File: src/rtl/ofdm_frm_pkg.sv
`timescale 1ns/1ps
package ofdm_frm_pkg;

   // Kind of slot the frame position currently lies in
   typedef enum logic [1:0] {
      SLOT_SYNC = 2'd0,
      SLOT_AUX  = 2'd1,
      SLOT_DATA = 2'd2,
      SLOT_GAP  = 2'd3
   } slot_kind_e;

endpackage

File: src/rtl/ofdm_frm_timebase.sv
`timescale 1ns/1ps
module ofdm_frm_timebase
   import ofdm_frm_pkg::*;
#(
   parameter int SYM_LEN   = 20,
   parameter int NUM_PILOT = 2,
   parameter int NUM_SYM   = 4,
   parameter int GAP_LEN   = 24,
   localparam int SYM_W    = $clog2(NUM_SYM + 1),
   localparam int CNT_MAX  = (SYM_LEN > GAP_LEN) ? SYM_LEN : GAP_LEN,
   localparam int OFF_W    = $clog2(CNT_MAX)
) (
   input  logic             clk_i,
   input  logic             rst_ni,
   input  logic             tick_i,
   output logic [SYM_W-1:0] sym_o,
   output logic [OFF_W-1:0] off_o,
   output slot_kind_e       kind_o,
   output logic             sym_end_o
);

   logic [SYM_W-1:0] sym_q;
   logic [OFF_W-1:0] off_q;
   logic             in_sym;
   logic [SYM_W-1:0] after_last;
   logic             gap_end;

   assign in_sym    = (sym_q < SYM_W'(NUM_SYM));
   assign sym_end_o = in_sym && (off_q == OFF_W'(SYM_LEN - 1));

   // With no silent gap, the last symbol wraps straight to the next frame
   generate
      if (GAP_LEN > 0) begin : g_gap
         assign after_last = SYM_W'(NUM_SYM);
         assign gap_end    = (off_q == OFF_W'(GAP_LEN - 1));
      end else begin : g_nogap
         assign after_last = '0;
         assign gap_end    = 1'b1;
      end
   endgenerate

   always_ff @(posedge clk_i or negedge rst_ni) begin
      if (!rst_ni) begin
         sym_q <= '0;
         off_q <= '0;
      end else if (tick_i) begin
         if (in_sym) begin
            if (sym_end_o) begin
               off_q <= '0;
               sym_q <= (sym_q == SYM_W'(NUM_SYM - 1)) ? after_last : sym_q + 1'b1;
            end else begin
               off_q <= off_q + 1'b1;
            end
         end else if (gap_end) begin
            off_q <= '0;
            sym_q <= '0;
         end else begin
            off_q <= off_q + 1'b1;
         end
      end
   end

   always_comb begin
      if (!in_sym)                          kind_o = SLOT_GAP;
      else if (sym_q == '0)                 kind_o = SLOT_SYNC;
      else if (sym_q < SYM_W'(NUM_PILOT))   kind_o = SLOT_AUX;
      else                                  kind_o = SLOT_DATA;
   end

   assign sym_o = sym_q;
   assign off_o = off_q;

   AST_SYMBOL_WRAP: assert property (@(posedge clk_i) disable iff (!rst_ni)
      (tick_i && sym_end_o) |=> (off_q == '0));

endmodule

File: src/rtl/ofdm_frm_pilot_rom.sv
`timescale 1ns/1ps
module ofdm_frm_pilot_rom #(
   parameter int                   W         = 14,
   parameter int                   BODY_LEN  = 16,
   parameter int                   AMP       = 5792,
   parameter logic [BODY_LEN-1:0]  AUX_SIGNS = '0,
   localparam int                  IDX_W     = $clog2(BODY_LEN)
) (
   input  logic [IDX_W-1:0] idx_i,
   input  logic             aux_i,
   output logic [W-1:0]     sample_o
);

   localparam logic [W-1:0] POS_LVL = W'(AMP);
   localparam logic [W-1:0] NEG_LVL = W'(-AMP);

   logic [W-1:0] sync_tab [BODY_LEN];
   logic [W-1:0] aux_tab  [BODY_LEN];

   // Tone at half the sample rate with a 45 degree phase: alternating levels
   generate
      for (genvar i = 0; i < BODY_LEN; i++) begin : g_tab
         assign sync_tab[i] = (i % 2 == 0) ? POS_LVL : NEG_LVL;
         assign aux_tab[i]  = AUX_SIGNS[i] ? NEG_LVL : POS_LVL;
      end
   endgenerate

   assign sample_o = aux_i ? aux_tab[idx_i] : sync_tab[idx_i];

endmodule

File: src/rtl/ofdm_frm_data_buf.sv
`timescale 1ns/1ps
module ofdm_frm_data_buf #(
   parameter int  W        = 14,
   parameter int  BODY_LEN = 16,
   localparam int IDX_W    = $clog2(BODY_LEN),
   localparam int CNT_W    = $clog2(BODY_LEN + 1)
) (
   input  logic             clk_i,
   input  logic             rst_ni,
   input  logic             tick_i,
   input  logic             load_win_i,
   input  logic             win_end_i,
   input  logic             in_valid_i,
   input  logic [W-1:0]     in_data_i,
   output logic             ready_o,
   input  logic [IDX_W-1:0] rd_idx_i,
   output logic [W-1:0]     rd_data_o,
   output logic             underrun_o
);

   logic [CNT_W-1:0] cnt_q;
   logic [W-1:0]     load_mem [BODY_LEN];
   logic [W-1:0]     play_mem [BODY_LEN];
   logic             full;
   logic             acc;
   logic             swap;

   assign full    = (cnt_q == CNT_W'(BODY_LEN));
   assign swap    = tick_i && win_end_i;
   // The closing tick takes no sample: the swap sees a settled count
   assign ready_o = load_win_i && !full && !swap;
   assign acc     = ready_o && in_valid_i;

   always_ff @(posedge clk_i) begin
      if (acc) load_mem[cnt_q[IDX_W-1:0]] <= in_data_i;
   end

   always_ff @(posedge clk_i or negedge rst_ni) begin
      if (!rst_ni) begin
         cnt_q      <= '0;
         underrun_o <= 1'b0;
      end else begin
         if (acc)  cnt_q <= cnt_q + 1'b1;
         if (swap) begin
            cnt_q <= '0;
            if (!full) underrun_o <= 1'b1;
         end
      end
   end

   generate
      for (genvar i = 0; i < BODY_LEN; i++) begin : g_play
         always_ff @(posedge clk_i or negedge rst_ni) begin
            if (!rst_ni)   play_mem[i] <= '0;
            else if (swap) play_mem[i] <= full ? load_mem[i] : '0;
         end
      end
   endgenerate

   assign rd_data_o = play_mem[rd_idx_i];

   AST_READY_DROPS: assert property (@(posedge clk_i) disable iff (!rst_ni)
      (acc && cnt_q == CNT_W'(BODY_LEN - 1)) |=> !ready_o);

   AST_UNDERRUN_STICKY: assert property (@(posedge clk_i) disable iff (!rst_ni)
      underrun_o |=> underrun_o);

endmodule

File: src/rtl/ofdm_burst_framer.sv
`timescale 1ns/1ps
module ofdm_burst_framer
   import ofdm_frm_pkg::*;
#(
   parameter int                  SAMPLE_W     = 14,
   parameter int                  BODY_LEN     = 16,
   parameter int                  GUARD_LEN    = 4,
   parameter int                  NUM_PILOT    = 2,
   parameter int                  NUM_DATA     = 2,
   parameter int                  FRAME_PERIOD = 104,
   parameter int                  PILOT_AMP    = 5792,
   parameter logic [BODY_LEN-1:0] AUX_SIGNS    = 16'h6A3C
) (
   input  logic                clk_i,
   input  logic                rst_ni,
   input  logic                sample_en_i,
   input  logic                din_valid_i,
   input  logic [SAMPLE_W-1:0] din_data_i,
   output logic                din_ready_o,
   output logic                dout_valid_o,
   output logic [SAMPLE_W-1:0] dout_data_o,
   output logic                underrun_o
);

   localparam int SYM_LEN   = BODY_LEN + GUARD_LEN;
   localparam int NUM_SYM   = NUM_PILOT + NUM_DATA;
   localparam int FRAME_LEN = NUM_SYM * SYM_LEN;
   localparam int GAP_LEN   = FRAME_PERIOD - FRAME_LEN;
   localparam int SYM_W     = $clog2(NUM_SYM + 1);
   localparam int CNT_MAX   = (SYM_LEN > GAP_LEN) ? SYM_LEN : GAP_LEN;
   localparam int OFF_W     = $clog2(CNT_MAX);
   localparam int IDX_W     = $clog2(BODY_LEN);

   // Elaboration-time parameter checks
   generate
      if (NUM_PILOT < 1) begin : g_chk_pilot
         $error("framer: at least the sync pilot is required");
      end
      if (NUM_DATA < 1) begin : g_chk_data
         $error("framer: at least one data symbol is required");
      end
      if (GUARD_LEN < 1 || GUARD_LEN > BODY_LEN) begin : g_chk_guard
         $error("framer: guard must be 1..BODY_LEN samples");
      end
      if (GAP_LEN < 0) begin : g_chk_period
         $error("framer: frame period shorter than the burst");
      end
      if ((1 << IDX_W) != BODY_LEN) begin : g_chk_body
         $error("framer: body length must be a power of two");
      end
      if (PILOT_AMP <= 0 || PILOT_AMP >= (1 << (SAMPLE_W - 1))) begin : g_chk_amp
         $error("framer: pilot amplitude out of sample range");
      end
   endgenerate

   logic [SYM_W-1:0]    sym;
   logic [OFF_W-1:0]    off;
   slot_kind_e          kind;
   logic                sym_end;
   logic [IDX_W-1:0]    body_idx;
   logic [SAMPLE_W-1:0] pilot_smp;
   logic [SAMPLE_W-1:0] data_smp;
   logic [SAMPLE_W-1:0] next_smp;
   logic                load_win;
   logic                win_end;

   ofdm_frm_timebase #(
      .SYM_LEN   (SYM_LEN),
      .NUM_PILOT (NUM_PILOT),
      .NUM_SYM   (NUM_SYM),
      .GAP_LEN   (GAP_LEN)
   ) u_timebase (
      .clk_i     (clk_i),
      .rst_ni    (rst_ni),
      .tick_i    (sample_en_i),
      .sym_o     (sym),
      .off_o     (off),
      .kind_o    (kind),
      .sym_end_o (sym_end)
   );

   // Guard offsets read the body tail, later offsets read the body in order
   always_comb begin
      if (off < OFF_W'(GUARD_LEN)) body_idx = IDX_W'(off + OFF_W'(BODY_LEN - GUARD_LEN));
      else                         body_idx = IDX_W'(off - OFF_W'(GUARD_LEN));
   end

   ofdm_frm_pilot_rom #(
      .W         (SAMPLE_W),
      .BODY_LEN  (BODY_LEN),
      .AMP       (PILOT_AMP),
      .AUX_SIGNS (AUX_SIGNS)
   ) u_pilot_rom (
      .idx_i    (body_idx),
      .aux_i    (kind == SLOT_AUX),
      .sample_o (pilot_smp)
   );

   // Each data body is gathered during the slot just before it is sent
   assign load_win = (sym >= SYM_W'(NUM_PILOT - 1)) && (sym <= SYM_W'(NUM_SYM - 2));
   assign win_end  = load_win && sym_end;

   ofdm_frm_data_buf #(
      .W        (SAMPLE_W),
      .BODY_LEN (BODY_LEN)
   ) u_data_buf (
      .clk_i      (clk_i),
      .rst_ni     (rst_ni),
      .tick_i     (sample_en_i),
      .load_win_i (load_win),
      .win_end_i  (win_end),
      .in_valid_i (din_valid_i),
      .in_data_i  (din_data_i),
      .ready_o    (din_ready_o),
      .rd_idx_i   (body_idx),
      .rd_data_o  (data_smp),
      .underrun_o (underrun_o)
   );

   always_comb begin
      unique case (kind)
         SLOT_SYNC, SLOT_AUX: next_smp = pilot_smp;
         SLOT_DATA:           next_smp = data_smp;
         default:             next_smp = '0;
      endcase
   end

   always_ff @(posedge clk_i or negedge rst_ni) begin
      if (!rst_ni) begin
         dout_valid_o <= 1'b0;
         dout_data_o  <= '0;
      end else if (sample_en_i) begin
         dout_valid_o <= (kind != SLOT_GAP);
         dout_data_o  <= next_smp;
      end
   end

   AST_HOLD_NO_TICK: assert property (@(posedge clk_i) disable iff (!rst_ni)
      !sample_en_i |=> ($stable(dout_data_o) && $stable(dout_valid_o)));

   AST_GAP_SILENT: assert property (@(posedge clk_i) disable iff (!rst_ni)
      !dout_valid_o |-> (dout_data_o == '0));

   AST_READY_IN_WINDOW: assert property (@(posedge clk_i) disable iff (!rst_ni)
      din_ready_o |-> ((kind != SLOT_GAP) && (sym != SYM_W'(NUM_SYM - 1))));

endmodule

File: config.mk
export PLATFORM = sky130hd
export DESIGN_NAME = ofdm_burst_framer
export DESIGN_NICKNAME = d
export VERILOG_FILES = /design/src/rtl/ofdm_frm_pkg.sv /design/src/rtl/ofdm_frm_timebase.sv /design/src/rtl/ofdm_frm_pilot_rom.sv /design/src/rtl/ofdm_frm_data_buf.sv /design/src/rtl/ofdm_burst_framer.sv
export SDC_FILE = /design/constraint.sdc
export NUM_CORES = 1
export LEC_CHECK = 0
export BUFFER_PORTS_ARGS = -buffer_cell sky130_fd_sc_hd__buf_2
export CORE_ASPECT_RATIO = 1.1
export CORE_MARGIN = 2
export CORE_UTILIZATION = 30
export CTS_CLUSTER_SIZE = 8
export DETAILED_ROUTE_END_ITERATION = 6
export PLACE_DENSITY = 0.55
export SKIP_CTS_REPAIR_TIMING = 1
export SLEW_MARGIN = 20
export SYNTH_ARGS = -nofsm -noshare
export SYNTH_HDL_FRONTEND = slang
export SYNTH_HIERARCHICAL = 1
export SYNTH_SLANG_ARGS = --single-unit
File: constraint.sdc
create_clock -name clk_i -period 3.27 [get_ports clk_i]
set_input_delay 0.4905 -clock clk_i [delete_from_list [all_inputs] [get_ports clk_i]]
set_output_delay 0.4905 -clock clk_i [all_outputs]
set_load 0.02 [all_outputs]
Word level (Yosys, flattened, before mapping)
Memories as Yosys holds them, arrays and structs flattened. Index checks and enable logic that the tools add are counted.

Add/subtract/negate cells: 5. Order comparisons: 6. Equal/unequal tests: 8. Multiplexer cells: 40. Bitwise operators: 2. Reductions and logical operators: 16.

Operators with widths (number): $mux W14 (23); $bmux W14 S4 (1); $pmux W14 S2 (1); $mux W5 (5); $eq A5 B5 Y1 const B (3); $mux W3 (4); $add A5 B1 Y5 const B (2); $logic_and A1 B1 Y1 (7); $mux W2 (3); $ge A5 B5 Y1 const B (1); $lt A5 B3 Y1 const B (1); $not A4 Y5 (1); $add A4 B4 Y4 const B (1); $mux W4 (1); $ne A2 B2 Y1 const B (2); $reduce_bool A2 Y1 (2); $sub A4 B3 Y4 const B (1); $add A3 B1 Y3 const B (1); $eq A3 B2 Y1 const B (1); $ge A3 B1 Y1 const B (1); $le A3 B2 Y1 const B (1); $logic_not A3 Y1 (1); $lt A3 B2 Y1 const B (1); $lt A3 B3 Y1 const B (1); other kinds (9) (11).

Register bits: 253. Bits in writable memories: 224. Memory bits (read-only): 448. Output and inout bits: 17. Word-level logic and storage cells: 102. Memories kept: 3.

Memory list: (name not given) (words 16, width 14, rd ports 1, clocked after Yosys merged registers in 0, write ports 0, line ofdm_frm_pilot_rom.sv:28) `assign sample_o = aux_i ? aux_tab[idx_i] : sync_tab[idx_i];`; (name not given) (words 16, width 14, rd ports 1, clocked after Yosys merged registers in 0, write ports 0, line ofdm_frm_pilot_rom.sv:28); u_data_buf.load_mem (words 16, width 14, rd ports 16, clocked after Yosys merged registers in 0, write ports 1, line ofdm_frm_data_buf.sv:22) `logic [W-1:0] load_mem [BODY_LEN];`.

Depth between registers and ports, before layout
Depth in word-level cells: 9. Depth in mapped cells: 11. Gate-level depth less buffers: 9.

By module
Netlist, hierarchy kept.

By module, submodules not included: ofdm_frm_data_buf (times used 1, cells each 904, area an instance 16711.0 µm², sequential area each 12482.0 µm²); ofdm_burst_framer (times used 1, cells each 86, area an instance 798.3 µm², sequential area each 375.4 µm²); ofdm_frm_timebase (times used 1, cells each 41, area an instance 465.4 µm², sequential area each 200.2 µm²); ofdm_frm_pilot_rom (times used 1, cells each 23, area an instance 161.4 µm², sequential area each 0.0 µm²).

Worst setup path before layout
OpenSTA, ideal clock, no wires.

Kind: register -> register. From: register u_timebase.off_q[0] (netlist: u_timebase/off_o[0]). To: memory u_data_buf.load_mem[7][0], enable pin. Data arrival time: 2573 ps. Data required time: 2867 ps. Slack: 294 ps. Stages on the path, launching flop included: 8. Buffers on the path: 1. Period minus slack after synthesis: 2976 ps. Path through: dfrtp_1 > ha_1 > nor3b_1 > nor3b_1 > nand2_1 > clkbuf_1 > nand3_1 > nor3_1.

Cells in the longest elaborated chain, start to end: 9.

Ends and longest elaborated chain: start, declared (line ofdm_frm_timebase.sv:23) `logic [OFF_W-1:0] off_q;`; start signal, assigned (line ofdm_frm_timebase.sv:52) `off_q <= off_q + 1'b1;`; start signal, assigned (line ofdm_frm_timebase.sv:58) `off_q <= off_q + 1'b1;`; $eq A5 B5 Y1 (line ofdm_frm_timebase.sv:29) `assign sym_end_o = in_sym && (off_q == OFF_W'(SYM_LEN - 1));`; $logic_and A1 B1 Y1 (line ofdm_frm_timebase.sv:29); via sym_end (line ofdm_burst_framer.sv:59) `logic sym_end;`; $logic_and A1 B1 Y1 (line ofdm_burst_framer.sv:101) `assign win_end = load_win && sym_end;`; via win_end (line ofdm_burst_framer.sv:65) `logic win_end;`; $logic_and A1 B1 Y1 (line ofdm_frm_data_buf.sv:29) `assign swap = tick_i && win_end_i;`; $logic_not A1 Y1 (line ofdm_frm_data_buf.sv:31) `assign ready_o = load_win_i && !full && !swap;`; $logic_and A1 B1 Y1 (line ofdm_frm_data_buf.sv:31); $logic_and A1 B1 Y1 (line ofdm_frm_data_buf.sv:32) `assign acc = ready_o && in_valid_i;`; $mux W1 (line ofdm_frm_data_buf.sv:35) `if (acc) load_mem[cnt_q[IDX_W-1:0]] <= in_data_i;`; $mux W1 (implied by the code) (line ofdm_frm_data_buf.sv:35); end, declared (line ofdm_frm_data_buf.sv:22).

The timed path passes the listed nets, and every way through them passes these cells.

Worst setup path in the final report
From: register u_timebase.off_q[3] (netlist: u_timebase/off_o[3]). To: output port din_ready_o.

Cells in the longest elaborated chain, start to end: 6.

Ends and longest elaborated chain: $eq A5 B5 Y1 (line ofdm_frm_timebase.sv:29); $logic_and A1 B1 Y1 (line ofdm_frm_timebase.sv:29); via sym_end (line ofdm_burst_framer.sv:59); $logic_and A1 B1 Y1 (line ofdm_burst_framer.sv:101); via win_end (line ofdm_burst_framer.sv:65); $logic_and A1 B1 Y1 (line ofdm_frm_data_buf.sv:29); $logic_not A1 Y1 (line ofdm_frm_data_buf.sv:31); $logic_and A1 B1 Y1 (line ofdm_frm_data_buf.sv:31); end, declared (line ofdm_burst_framer.sv:19) `output logic din_ready_o,`.

The timed path passes the listed nets, and every way through them passes these cells.

==> metrics.md <==
| Metric | Value |
|---|---|
| Multi-input combinational cell area | approximately 0.0046 mm² |
| Peak supply drop | ~520 µV |
| GRT Util Overall | 13.6% |
| Area of the die | 0.0624 mm² |
| CP peak stage delay | 0.52 ns |
| Tmin final | between 3 and 4 ns |
| Final setup vio count | 0 |
| Critical path fanouts, max | 7 |
| CP Capture Type | output pin |
| Largest cells by area after synthesis | edfxtp_1 37%, dfrtp_1 35%, a22o_1 11%, mux4_2 7.0%, buf_4 1.3% |
| Clock Path Buffers | 3 |
| Yosys reg bits | 477 |
| Rows | 94 |
| M2 GR Usage | 21.1% |
| Number of global-route vias before repair | 10000 |
| I/O pin count | 35 |
| Grt total ovfl | 0 |
| Slew @ Worst Pin | approximately 1.2 ns |
| Register-to-register setup slack | roughly 0.14 ns |
| Cells after Synth | 1054 |
| Avg WL per Cell | approximately 21 µm |
| Final WL | between 40000 and 50000 µm |
| Post-route cell area | ~0.021 mm² |
| First-pass GRT wire length | ~64000 µm |
| Critical Path AT | between 2 and 3 ns |
| Count leader, synth | dfrtp_1 |
| Via/cell ratio | approximately 5.0 |
| Total CTS buffers | ~70 |
| Core footprint | about 0.060 mm² |
| Syn Std Cell Area | between 0.015 and 0.02 mm² |
| Slew Viols, Final | 0 |
| FILL cells | approximately 5600 |
| Share of layout cells above drive strength 1 | approximately a fifth |
| Starting Density | between 30% and 40% |
| Register Area | 0.0131 mm² |
| Register area share after synthesis | a little under three quarters |
| Nets | around 1100 |
| Cell Area, Placed | around 0.019 mm² |
| Cell taking the most area after synthesis | edfxtp_1 |
| CTS tree | built |
| Total power draw | between 15000 and 20000 µW |
| R2R depth | 7 |
| Crit path max-delay cell type | or3b_2 |
| Placed wire-length estimate | 23800 µm |
| Max Clk Rate | between 300 and 400 MHz |
| Via count | a little under 10000 |
| Die Ht | between 200 and 300 µm |
| Avg Cell Area, Syn | 17.2 µm² |
| Status | finished, final reports clean |
| Top Usage Layer GRT | met2 |
| Clk sinks | ~480 |
| PwrDens | a little under 800 mW/mm² |
| Clock Tree Root | clkbuf_16 |
| Leak | between 0.008 and 0.009 µW |
| H-tree levels | 3 |
| Worst slew margin | a little under a quarter |
| Clk slew on worst S/H paths | 0.05 ns |
| Top cell type's share of synthesized area | roughly 37% |
| Cell Chain, Critical Path | or3b_2 > nor3b_1 > nor3b_4 > nand2_4 > and3_2 > buf_2 |
| Largest net degree at the start of global routing | approximately 140 |
| Worst Hold Class | in -> reg |
| M1 GR Usage | 19.0% |
| Synth Flop Type | dfrtp_1 |
| CP Capture Point | din_ready_o |
| Top Family by Delay on Critical Path | simple AND/OR/NAND/NOR gates |
| Worst setup startpoint | u_timebase/off_o[3]$_DFFE_PN0P_ |
| Max Cap Viol | 0 |
| Met3 GRT Util | 3.37% |
| Clock Skew | approximately 0.026 ns |
| Crit start category | flop |
| Fin. Hold Viols | 0 |
| Die width | 238 µm |
| Post-synth EDFFs | ~220 |
| RePlAce Congestion | 0.776 |
| Initial antenna violation count | 0 |
| Async SR Flop Fraction | between 50% and 60% |
| Area grow syn2layout | 17.8% |
| CP bufs+invs | 1 |
| Crit path required time | 2.78 ns |
| IO Port Bufs | 34 |
| Crit share post-route | 96.4% |
| Routed Antenna Nets | 0 |
| Skew-Pair Late Insertion Delay | around 0.58 ns |
| DRT Pass-1 Iters | 5 |
| Iter 0 DRT Violations | slightly above 700 |
| Cell count along the critical path | 6 |
| Reg-to-Reg End | u_data_buf/load_mem[0][0]$_DFFE_PP_ |
| Setup CP Type | reg -> out |
| Reg2reg start | u_timebase/off_o[0]$_DFFE_PN0P_ |
| YS warnings | 6 |
| Top post-synthesis cells by count | 253 x dfrtp_1, 225 x a22o_1, 224 x edfxtp_1 |
| DRC errors left | 0 |
| Synth unique cells | 46 |
-- sequential cells by signal, indices dropped and copies added, names as in the netlist --
| signal | cells |
|---|---|
| u_data_buf/play_mem | 224 |
| u_data_buf/underrun_o | 1 |
| dout_valid_o | 1 |
| dout_data_o | 14 |
| u_timebase/sym_o | 3 |
| u_data_buf/load_mem | 224 |
| u_timebase/off_o | 5 |
| u_data_buf/cnt_q | 5 |
-- worst min-delay path by stage --
stage | slack [ns] | cells after the start | from | endpoint
final | 0.35 | 1 | din_data_i[8] | u_data_buf/load_mem[14][8]$_DFFE_PP_
after global routing | 0.33 | 1 | din_data_i[0] | u_data_buf/load_mem[1][0]$_DFFE_PP_
after CTS | -0.05 | 1 | rst_ni | u_data_buf/play_mem[129]$_DFFE_PN0N_
after detailed placement | 0.45 | 1 | u_data_buf/load_mem[14][10]$_DFFE_PP_ | u_data_buf/play_mem[24]$_DFFE_PN0N_
after global placement | 0.44 | 1 | u_data_buf/load_mem[12][0]$_DFFE_PP_ | u_data_buf/play_mem[42]$_DFFE_PN0N_
after floorplan | 0.19 | 0 | rst_ni | dout_data_o[0]$_DFFE_PN0P_
-- metrics by stage --
| stage | hold WS [ns] | cells | setup WS, ns | utilization, % | TNS [ns] |
|---|---|---|---|---|---|
| after detailed placement | 0.448 | 1803 | 0.0828 | 32.2 | 0 |
| after global placement | 0.444 | 1800 | -0.251 | 32.1 | -6.86 |
| after floorplan | 0.195 | 1058 | 0.294 | - | 0 |
| after CTS | -0.0478 | 1930 | -0.436 | 35.6 | -0.436 |
| after global routing | 0.334 | 1937 | -0.00818 | 35.8 | -0.00818 |
| final | 0.349 | 1938 | 0.118 | 35.8 | 0 |
-- final cells by class --
cell class,count,share of cell area (%)
antenna,1,0.0117
clock buffer,124,9.49
clock inverter,3,0.176
inverter,9,0.158
multi-input combinational,484,21.7
sequential,477,61.1
tap,768,4.50
timing repair buffer,72,2.82
-- layer usage --
layer | vias to the layer above | part of all wire, %
met4 | 0 | 2.0
met2 | 268 | 47
met1 | 5136 | 46
met5 | - | 0
li1 | 4289 | -
met3 | 62 | 5.8
-- report_power, final --
group	leakage [µW]	switching [µW]	total [µW]	internal, µW
logic	0.00202	1770	2810	1040
registers	0.00549	301	7120	6820
clock network	0.000985	2510	6680	4170
total	0.00849	4590	16600	12000
-- cells by family (layout without fill, tap and decap cells) --
| kind of cell | count (synthesis) | in the layout | synth area share, % |
|---|---|---|---|
| other | 2 | 7 | 0.0414 |
| and+or+nand+nor | 122 | 122 | 3.86 |
| buffers and inverters | 97 | 208 | 3.00 |
| DFF | 477 | 477 | 72.0 |
| muxes | 61 | 61 | 7.25 |
| xor gates and xnor gates | 7 | 7 | 0.338 |
| AOI/OAI and AO/OA | 281 | 281 | 13.0 |
| adders and majority gates | 7 | 7 | 0.483 |
-- placed cells by master, fill, tap and decap left out, drive strengths merged, types with 4 or more instances in the layout --
master / count
and2: 7
ha: 7
nor3: 8
xnor2: 4
dfrtp: 253
nor2: 32
a31oi: 15
clkbuf: 124
a22oi: 28
mux4: 56
a21oi: 5
edfxtp: 224
nand3b: 14
buf: 71
conb: 6
a22o: 225
nand2b: 19
inv: 12
nand2: 21
Power figures use the tool's default switching activity.
